<file path="src/rtl/cpu_bus_pkg.sv">
package cpu_bus_pkg;
  localparam int NSRC = 7;
  localparam int SRC_A   = 0;
  localparam int SRC_B   = 1;
  localparam int SRC_INS = 2;
  localparam int SRC_ALU = 3;
  localparam int SRC_RAM = 4;
  localparam int SRC_PC  = 5;
  localparam int SRC_DBG = 6;

  typedef struct packed {
    logic aLoad;
    logic bLoad;
    logic insLoad;
    logic ramWrite;
    logic pcLoad;
    logic pcCount;
    logic marLoad;
  } loadStrobes_t;
endpackage

</file>
<file path="src/rtl/cpu_bus_ctrl.sv">
module cpu_bus_ctrl
  import cpu_bus_pkg::*;
(
  input  logic clk,
  input  logic rstN,
  input  logic aOut,
  input  logic bOut,
  input  logic insOut,
  input  logic aluOut,
  input  logic ramOut,
  input  logic pcOut,
  input  logic pcCount,
  input  logic aLoad,
  input  logic bLoad,
  input  logic insLoad,
  input  logic ramWrite,
  input  logic pcLoad,
  input  logic marLoad,
  input  logic dbgEn,
  output loadStrobes_t ld,
  output logic [NSRC-1:0] srcSel
);
  always_comb begin
    srcSel          = '0;
    srcSel[SRC_A]   = aOut;
    srcSel[SRC_B]   = bOut;
    srcSel[SRC_INS] = insOut;
    srcSel[SRC_ALU] = aluOut;
    srcSel[SRC_RAM] = ramOut;
    srcSel[SRC_PC]  = pcOut;
    srcSel[SRC_DBG] = dbgEn;
  end

  always_comb begin
    ld.aLoad    = aLoad;
    ld.bLoad    = bLoad;
    ld.insLoad  = insLoad;
    ld.ramWrite = ramWrite;
    ld.pcLoad   = pcLoad;
    ld.pcCount  = pcCount;
    ld.marLoad  = marLoad;
  end

  // two sources on the bus at once is illegal
  p_one_driver_r2: assert property (@(posedge clk) disable iff (!rstN)
    $onehot0({aOut, bOut, insOut, aluOut, ramOut, pcOut, dbgEn}))
    else $error("bus contention");
endmodule

</file>
<file path="src/rtl/cpu_bus_datapath.sv">
module cpu_bus_datapath
  import cpu_bus_pkg::*;
#(
  parameter int DATA_W = 8,
  parameter int ADDR_W = 4
) (
  input  logic clk,
  input  logic rstN,
  input  loadStrobes_t ld,
  input  logic [NSRC-1:0] srcSel,
  input  logic [DATA_W-1:0] dbgData,
  output logic [DATA_W-1:0] busData,
  output logic busDriven
);
  localparam int DEPTH = 1 << ADDR_W;
  localparam int NIB   = DATA_W / 2;

  logic [DATA_W-1:0] regA, regB, insReg;
  logic [ADDR_W-1:0] pcVal, marVal;
  logic [DATA_W-1:0] ramArr [DEPTH];
  logic [DATA_W-1:0] srcVal [NSRC];

  always_comb begin
    srcVal[SRC_A]   = regA;
    srcVal[SRC_B]   = regB;
    srcVal[SRC_INS] = {{(DATA_W-NIB){1'b0}}, insReg[NIB-1:0]};
    srcVal[SRC_ALU] = regA + regB;
    srcVal[SRC_RAM] = ramArr[marVal];
    srcVal[SRC_PC]  = {{(DATA_W-ADDR_W){1'b0}}, pcVal};
    srcVal[SRC_DBG] = dbgData;
  end

  // bus: OR of enabled sources (legal use has at most one)
  always_comb begin
    busData = '0;
    for (int i = 0; i < NSRC; i++)
      if (srcSel[i]) busData = busData | srcVal[i];
  end
  assign busDriven = |srcSel;

  always_ff @(posedge clk or negedge rstN) begin
    if (!rstN) begin
      regA   <= '0;
      regB   <= '0;
      insReg <= '0;
      pcVal  <= '0;
      marVal <= '0;
    end else begin
      if (ld.aLoad)   regA   <= busData;
      if (ld.bLoad)   regB   <= busData;
      if (ld.insLoad) insReg <= busData;
      if (ld.marLoad) marVal <= busData[ADDR_W-1:0];
      if (ld.pcLoad)       pcVal <= busData[ADDR_W-1:0];
      else if (ld.pcCount) pcVal <= pcVal + 1'b1;
    end
  end

  always_ff @(posedge clk or negedge rstN) begin
    if (!rstN) begin
      for (int i = 0; i < DEPTH; i++) ramArr[i] <= '0;
    end else if (ld.ramWrite) begin
      ramArr[marVal] <= busData;
    end
  end

  // floating bus reads zero and is flagged undriven
  p_float_r2: assert property (@(posedge clk) disable iff (!rstN)
    (srcSel == '0) |-> (!busDriven && busData == '0));
  // upper nibble of instruction register never reaches the bus
  p_ins_nibble_r4: assert property (@(posedge clk) disable iff (!rstN)
    (srcSel == (NSRC'(1) << SRC_INS)) |-> (busData[DATA_W-1:NIB] == '0));
  // load wins over count
  p_pc_load_r7: assert property (@(posedge clk) disable iff (!rstN)
    ld.pcLoad |=> (pcVal == $past(busData[ADDR_W-1:0])));
  // increment with wrap
  p_pc_count_r7: assert property (@(posedge clk) disable iff (!rstN)
    (ld.pcCount && !ld.pcLoad) |=> (pcVal == $past(pcVal) + 1'b1));
  // no load strobe, no change
  p_hold_r10: assert property (@(posedge clk) disable iff (!rstN)
    !ld.aLoad |=> $stable(regA));
endmodule

</file>
<file path="src/rtl/cpu_bus_top.sv">
module cpu_bus_top
  import cpu_bus_pkg::*;
(
  input  logic clk,
  input  logic rstN,
  input  logic aOut,
  input  logic bOut,
  input  logic insOut,
  input  logic aluOut,
  input  logic ramOut,
  input  logic pcOut,
  input  logic pcCount,
  input  logic aLoad,
  input  logic bLoad,
  input  logic insLoad,
  input  logic ramWrite,
  input  logic pcLoad,
  input  logic marLoad,
  input  logic dbgEn,
  input  logic [7:0] dbgData,
  output logic [7:0] busData,
  output logic busDriven
);
  loadStrobes_t ld;
  logic [NSRC-1:0] srcSel;

  cpu_bus_ctrl u_ctrl (
    .clk(clk), .rstN(rstN),
    .aOut(aOut), .bOut(bOut), .insOut(insOut), .aluOut(aluOut),
    .ramOut(ramOut), .pcOut(pcOut), .pcCount(pcCount),
    .aLoad(aLoad), .bLoad(bLoad), .insLoad(insLoad), .ramWrite(ramWrite),
    .pcLoad(pcLoad), .marLoad(marLoad), .dbgEn(dbgEn),
    .ld(ld), .srcSel(srcSel)
  );

  cpu_bus_datapath #(.DATA_W(8), .ADDR_W(4)) u_dp (
    .clk(clk), .rstN(rstN), .ld(ld), .srcSel(srcSel),
    .dbgData(dbgData), .busData(busData), .busDriven(busDriven)
  );
endmodule

</file>
<file path="config.mk">
export PLATFORM = sky130hd
export DESIGN_NAME = cpu_bus_top
export DESIGN_NICKNAME = d
export VERILOG_FILES = /design/src/rtl/cpu_bus_pkg.sv /design/src/rtl/cpu_bus_ctrl.sv /design/src/rtl/cpu_bus_datapath.sv /design/src/rtl/cpu_bus_top.sv
export SDC_FILE = /design/constraint.sdc
export NUM_CORES = 1
export LEC_CHECK = 0
export CORE_ASPECT_RATIO = 0.5
export CORE_MARGIN = 1.5
export CORE_UTILIZATION = 30
export DETAILED_ROUTE_END_ITERATION = 7
export PLACE_DENSITY = 0.55
export SLEW_MARGIN = 10
export SYNTH_ARGS = -nofsm -noshare
export SYNTH_HDL_FRONTEND = slang
export SYNTH_SLANG_ARGS = --single-unit
</file>
<file path="constraint.sdc">
create_clock -name clk -period 3.05 [get_ports clk]
set_input_delay 0.305 -clock clk [delete_from_list [all_inputs] [get_ports clk]]
set_output_delay 0.305 -clock clk [all_outputs]
set_load 0.05 [all_outputs]
</file>
After elaboration in Yosys (flattened, before gate mapping)
Index checks and enable logic that the tools add are counted.
Cells by class
  add/subtract/negate cells: 2
  $lt $le $gt $ge: 2
  mux-type cells: 15
  bitwise gates (word level): 7
  reductions and logical operators: 3
Operators by type and width (number)
  128-bit bitwise mux: 1
  8-bit two-way mux: 10
  8-bit binary-select mux with 4-bit select: 1
  8-bit demux with 4-bit select: 1
  8-bit bitwise OR: 4
  8-bit by 4-bit bitwise OR with 8-bit output: 2
  8-bit adder: 1
  4-bit two-way mux: 2
  7-bit OR reduction: 1
  5-bit greater-or-equal comparator, second input constant: 1
  5-bit by 1-bit < comparator with 1-bit output, second input constant: 1
  4-bit inverter with 5-bit output: 1
  4-bit by 1-bit adder with 4-bit output, second input constant: 1
  2-bit nonzero test: 1
  1-bit logical AND: 1
Storage, ports and cells
  bits in registers: 156
  input port bits: 24
  output and inout bits: 9
  word-level logic and storage cells: 50

Longest topological paths before layout
Gate-level depths: netlist (run 1).
  depth after elaboration: 14
  gate-level depth with buffers: 9
  mapped depth without buffers: 7

Hierarchy
Synthesis (run 1) repeated with hierarchy kept, for this count alone.
Unflattened totals
  cell total of the unflattened synthesis: 727
  area total of the unflattened synthesis: 7561.0 um^2
By module, submodules not included
  cpu_bus_datapath: instances 1, cells each 713, area each 7455.9 um^2, sequential area each 3903.7 um^2
  cpu_bus_ctrl: instances 1, cells each 14, area each 105.1 um^2, sequential area each 0.0 um^2

Worst setup path before layout (run 1)
No wires, ideal clock.
  kind: register to output
  from: reg u_dp.regB[0]
  to: out busData[6]
  arrival: 2.344 ns
  required time: 2.745 ns
  path slack: 0.401 ns
  stages on the path, launching flop included: 9
  path buffers: 1
  cells stage by stage: dfrtp_1 > ha_1 > fa_1 > a21oi_1 > o21a_1 > o211ai_1 > nor3b_4 > buf_2 > inv_1
Between the ends
  cells in the longest elaborated chain, start to end: 9
RTL lines
  start, declared: line cpu_bus_datapath.sv:18  | logic [DATA_W-1:0] regA, regB, insReg;
  start signal, assigned: line cpu_bus_datapath.sv:50  | if (ld.bLoad) regB <= busData;
  8-bit adder *: line cpu_bus_datapath.sv:27  | srcVal[SRC_ALU] = regA + regB;
  8-bit bitwise OR *: line cpu_bus_datapath.sv:37  | if (srcSel[i]) busData = busData | srcVal[i];
  8-bit two-way mux *: line cpu_bus_datapath.sv:37
  8-bit bitwise OR: line cpu_bus_datapath.sv:37
  8-bit two-way mux *: line cpu_bus_datapath.sv:37
  8-bit by 4-bit bitwise OR with 8-bit output: line cpu_bus_datapath.sv:37
  8-bit two-way mux *: line cpu_bus_datapath.sv:37
  8-bit bitwise OR: line cpu_bus_datapath.sv:37
  8-bit two-way mux *: line cpu_bus_datapath.sv:37
  end, declared: line cpu_bus_top.sv:21  | output logic [7:0] busData,
Mark *: on every way between the ends. The rest lies on a longest branch, timed or not.

Worst setup path after layout (run 1)
  from: reg u_dp.marVal[0]
  to: out busData[4]
Between the ends
  cells in the longest elaborated chain, start to end: 10
RTL lines
  start, declared: line cpu_bus_datapath.sv:19  | logic [ADDR_W-1:0] pcVal, marVal;
  start signal, assigned: line cpu_bus_datapath.sv:52  | if (ld.marLoad) marVal <= busData[ADDR_W-1:0];
  4-bit inverter with 5-bit output (implied by the code) *: line cpu_bus_datapath.sv:28  | srcVal[SRC_RAM] = ramArr[marVal];
  8-bit binary-select mux with 4-bit select *: line cpu_bus_datapath.sv:28
  8-bit two-way mux (implied by the code) * (2 in a row): line cpu_bus_datapath.sv:28
  8-bit bitwise OR *: line cpu_bus_datapath.sv:37
  8-bit two-way mux *: line cpu_bus_datapath.sv:37
  8-bit by 4-bit bitwise OR with 8-bit output: line cpu_bus_datapath.sv:37
  8-bit two-way mux *: line cpu_bus_datapath.sv:37
  8-bit bitwise OR: line cpu_bus_datapath.sv:37
  8-bit two-way mux *: line cpu_bus_datapath.sv:37
Mark *: on every way between the ends. The rest lies on a longest branch, timed or not. The select of a mux whose other input is x is not followed.

==> impl_metrics.yaml, run 1 <==
run_status:
  status: "complete, no violations"
critical_path:
  cp-end-kind: "output port"
  start_kind: "register"
  crit_type: "register to output port"
  crit_required_ns: 2.74
  reg2reg_to: "u_dp.marVal[3]"
  cp.arrival_ns: 2.70
  cp-endpoint: "busData[4]"
  startpoint: "u_dp.marVal[0]"
  regToRegSetupSlack_ns: 0.49
  timing.rr.start: "u_dp.marVal[0]"
  ff2ff_path_depth: 9
  cp_max_fo: 14
logic_synthesis:
  async_flop_share_pct: 100.0
  yosys-top-cells-area: "dfrtp_1, nor2_1, mux4_2"
  synthDominantCellAreaShare_pct: 52.35
  synthCells: 723
  synth-seq-cells: 156
  ys_seq_area_share_pct: 52.35
  synth_cell_types: 49
  avgSynthCellArea_um2: 10.31
  synth_edf_count: 0
  yosys_most_used_dff: "dfrtp_1"
  synthesis.nets: 756
  syn_area_um2: 7457
  synth.most_common_cell: "nor2_1"
  ys_top_cells_by_count: "nor2_1, dfrtp_1, a21oi_1"
  yosys_warnings: 0
  yosysTopAreaCell: "dfrtp_1"
place:
  post-place-ws_ns: 0.2206
  place_area_um2: 8382
  port-buffer-count: 32
  dp.final_hpwl_mm: 14.61
  place_congestion: 0.8833
sta:
  maxSlewHeadroom_pct: 54.48
  setup_ws_ns: 0.04968
  whs_ns: 0.3852
  tightest_slew_ns: 0.6828
  rsz0062_at_grt: "yes"
  setup_viol: 0
  min_period_ns: 3.000
  fmax_ghz: 0.3333
  skew_ns: 0.01515
  hold_violations: 0
  period_share_pct: 98.37
  slew_viol_final: 0
floorplanning:
  dieHeight_um: 114.5
  rows: 40
  ios: 33
  start_util_pct: 30.85
  fp.dieW_um: 226.0
  coreArea_um2: 24170
  die_area_um2: 25870
power:
  p_total_uw: 5694
  leakage_uw: 0.003738
  ir_drop_v: 0.0004199
  powerDensity_nw_per_um2: 627.9
route:
  route.detailed.drc: 0
  vias: 5706
  finalWirelength_mm: 21.16
  viasPerCell: 5.081
  wl_per_cell_um: 18.84
  first_iter_violations: 470
  ant_nets: 0
  first_pass_iters: 5
cts:
  clockRootBuffer: "clkbuf_16"
  cts.sinks: 156
  cts_tree: "yes"
  path_clk_slew_ns: 0.07
  cts_max_path_buffers: 2
  cts_buffers: 17
  htreeDepth: 4
  clkLatencyLatePin_ns: 0.43
global_routing:
  grt_pass1_vias: 5561
  grt_max_degree: 77
  track_usage_pct: 17.26
  grt-ovfl-total: 0
  grt_pass1_wl_mm: 32.71
  antenna_found_initial: 1
final_layout:
  post-route-util_pct: 37.51
  fin_nets: 807
  antenna_cells: 0
  drive_gt1_share_pct: 20.58
  postLayoutCellArea_um2: 9067
  syn_to_final_growth_pct: 21.59
  fillers: 2383
hold_path:
  hp-class: "input port to async pin"
flow_run:
  maxCapViolCount: 0
[worst max-delay path, cell delays in order, from the launching register on]
cell and delay [ns]:
dfrtp_2 0.44, buf_12 0.19, mux4_2 0.56, mux2i_4 0.21
o22ai_2 0.16, a311oi_4 0.28, buf_6 0.20, inv_2 0.03
buf_4 0.18
[metrics by stage]
| stage | setup TNS (ns) | std cells |
|---|---|---|
| 6_report | 0 | 1123 |
| 5_1_grt | -0.08306 | 1123 |
| 3_5_place_dp | 0 | 1086 |
| 2_1_floorplan | 0 | 723 |
| 3_3_place_gp | 0 | 1086 |
| 4_1_cts | 0 | 1124 |
[metal layers]
layer | share of wire (%) | wire (um) | GRT usage (%)
met5 | 0.043 | 9 | 0
met3 | 6.0 | 1274 | 4.362
met2 | 45 | 9586 | 26.67
met4 | 1.8 | 372 | 5.324
met1 | 47 | 9918 | 23.85
[power breakdown]
part           leakage [uW]  switching (uW)  internal [uW]
combinational       0.00160             524            494
sequential          0.00186             191           2390
clock              0.000280             927           1170
[repair_timing]
item                                   4_1_cts  5_1_grt
setup buffers                                6        0
setup endpoints to repair                    3        5
cloned                                       0        0
endpoints found under the hold margin       50        0
hold buffers                                 1        0
gates resized for setup                     10        5
pin swaps                                    4        2
[layout by cell type (no fill, tap or decap), drive strengths merged, types with 2 or more instances in the layout]
master / instances
nand3: 4
ha: 8
buf: 65
clkinvlp: 2
nand2b: 3
nor4: 2
o21ai: 8
o211ai: 2
clkdlybuf4s50: 23
mux2i: 15
nand2: 28
a21oi: 129
nor3: 7
a22oi: 8
o22ai: 4
inv: 14
nor2b: 3
clkbuf: 19
a311oi: 2
mux4: 30
a222oi: 6
dfrtp: 156
a31oi: 26
nor2: 183
nor3b: 2
nand3b: 5
xor2: 3
clkinv: 5
a211oi: 5
mux2: 2
xnor2: 3
[registers in the layout (all words and copies together) (netlist names)]
name         cells
u_dp.regA        8
u_dp.marVal      4
u_dp.regB        8
u_dp.pcVal       4
u_dp.insReg      4
u_dp.ramArr    128
[kinds of logic (layout without fill, tap and decap cells)]
family	Yosys count	after routing	synth area share [%]
AND/OR/NAND/NOR	243	243	13.73
AO/OA/AOI/OAI	196	196	15.94
flip-flops	156	156	52.35
buffers and inverters	66	130	4.295
multiplexers	47	47	11.38
adder cells (fa/ha/maj)	9	9	1.611
XOR/XNOR	6	6	0.7048
[worst min path at each step]
stage,endpoint,depth (start not counted)
2_1_floorplan,u_dp.insReg[0],0
3_3_place_gp,u_dp.marVal[1],1
3_5_place_dp,u_dp.marVal[1],1
4_1_cts,u_dp.marVal[1],2
5_1_grt,u_dp.ramArr[42],2
6_report,u_dp.ramArr[33],2
[cell type report]
type	instances	area [um2]	area share [%]
clock buffer	19	442.9	4.885
clock inverter	13	132.6	1.463
inverter	9	33.78	0.3726
multi-input combinational	501	3326	36.68
sequential	156	3906	43.08
tap	336	420.4	4.636
timing repair buffer	89	805.8	8.886
Power figures use the tool's default switching activity.
==> inputs of run 2 (changes only) <==
CAP_MARGIN = 30   (was default)
==> results of run 2 <==
The final DEF is identical to that of run 1; final timing and power are the same.
==> inputs of run 3 (changes only) <==
HOLD_SLACK_MARGIN = 0.12   (was default)
==> results of run 3 <==
The final DEF is identical to that of run 1; final timing and power are the same.
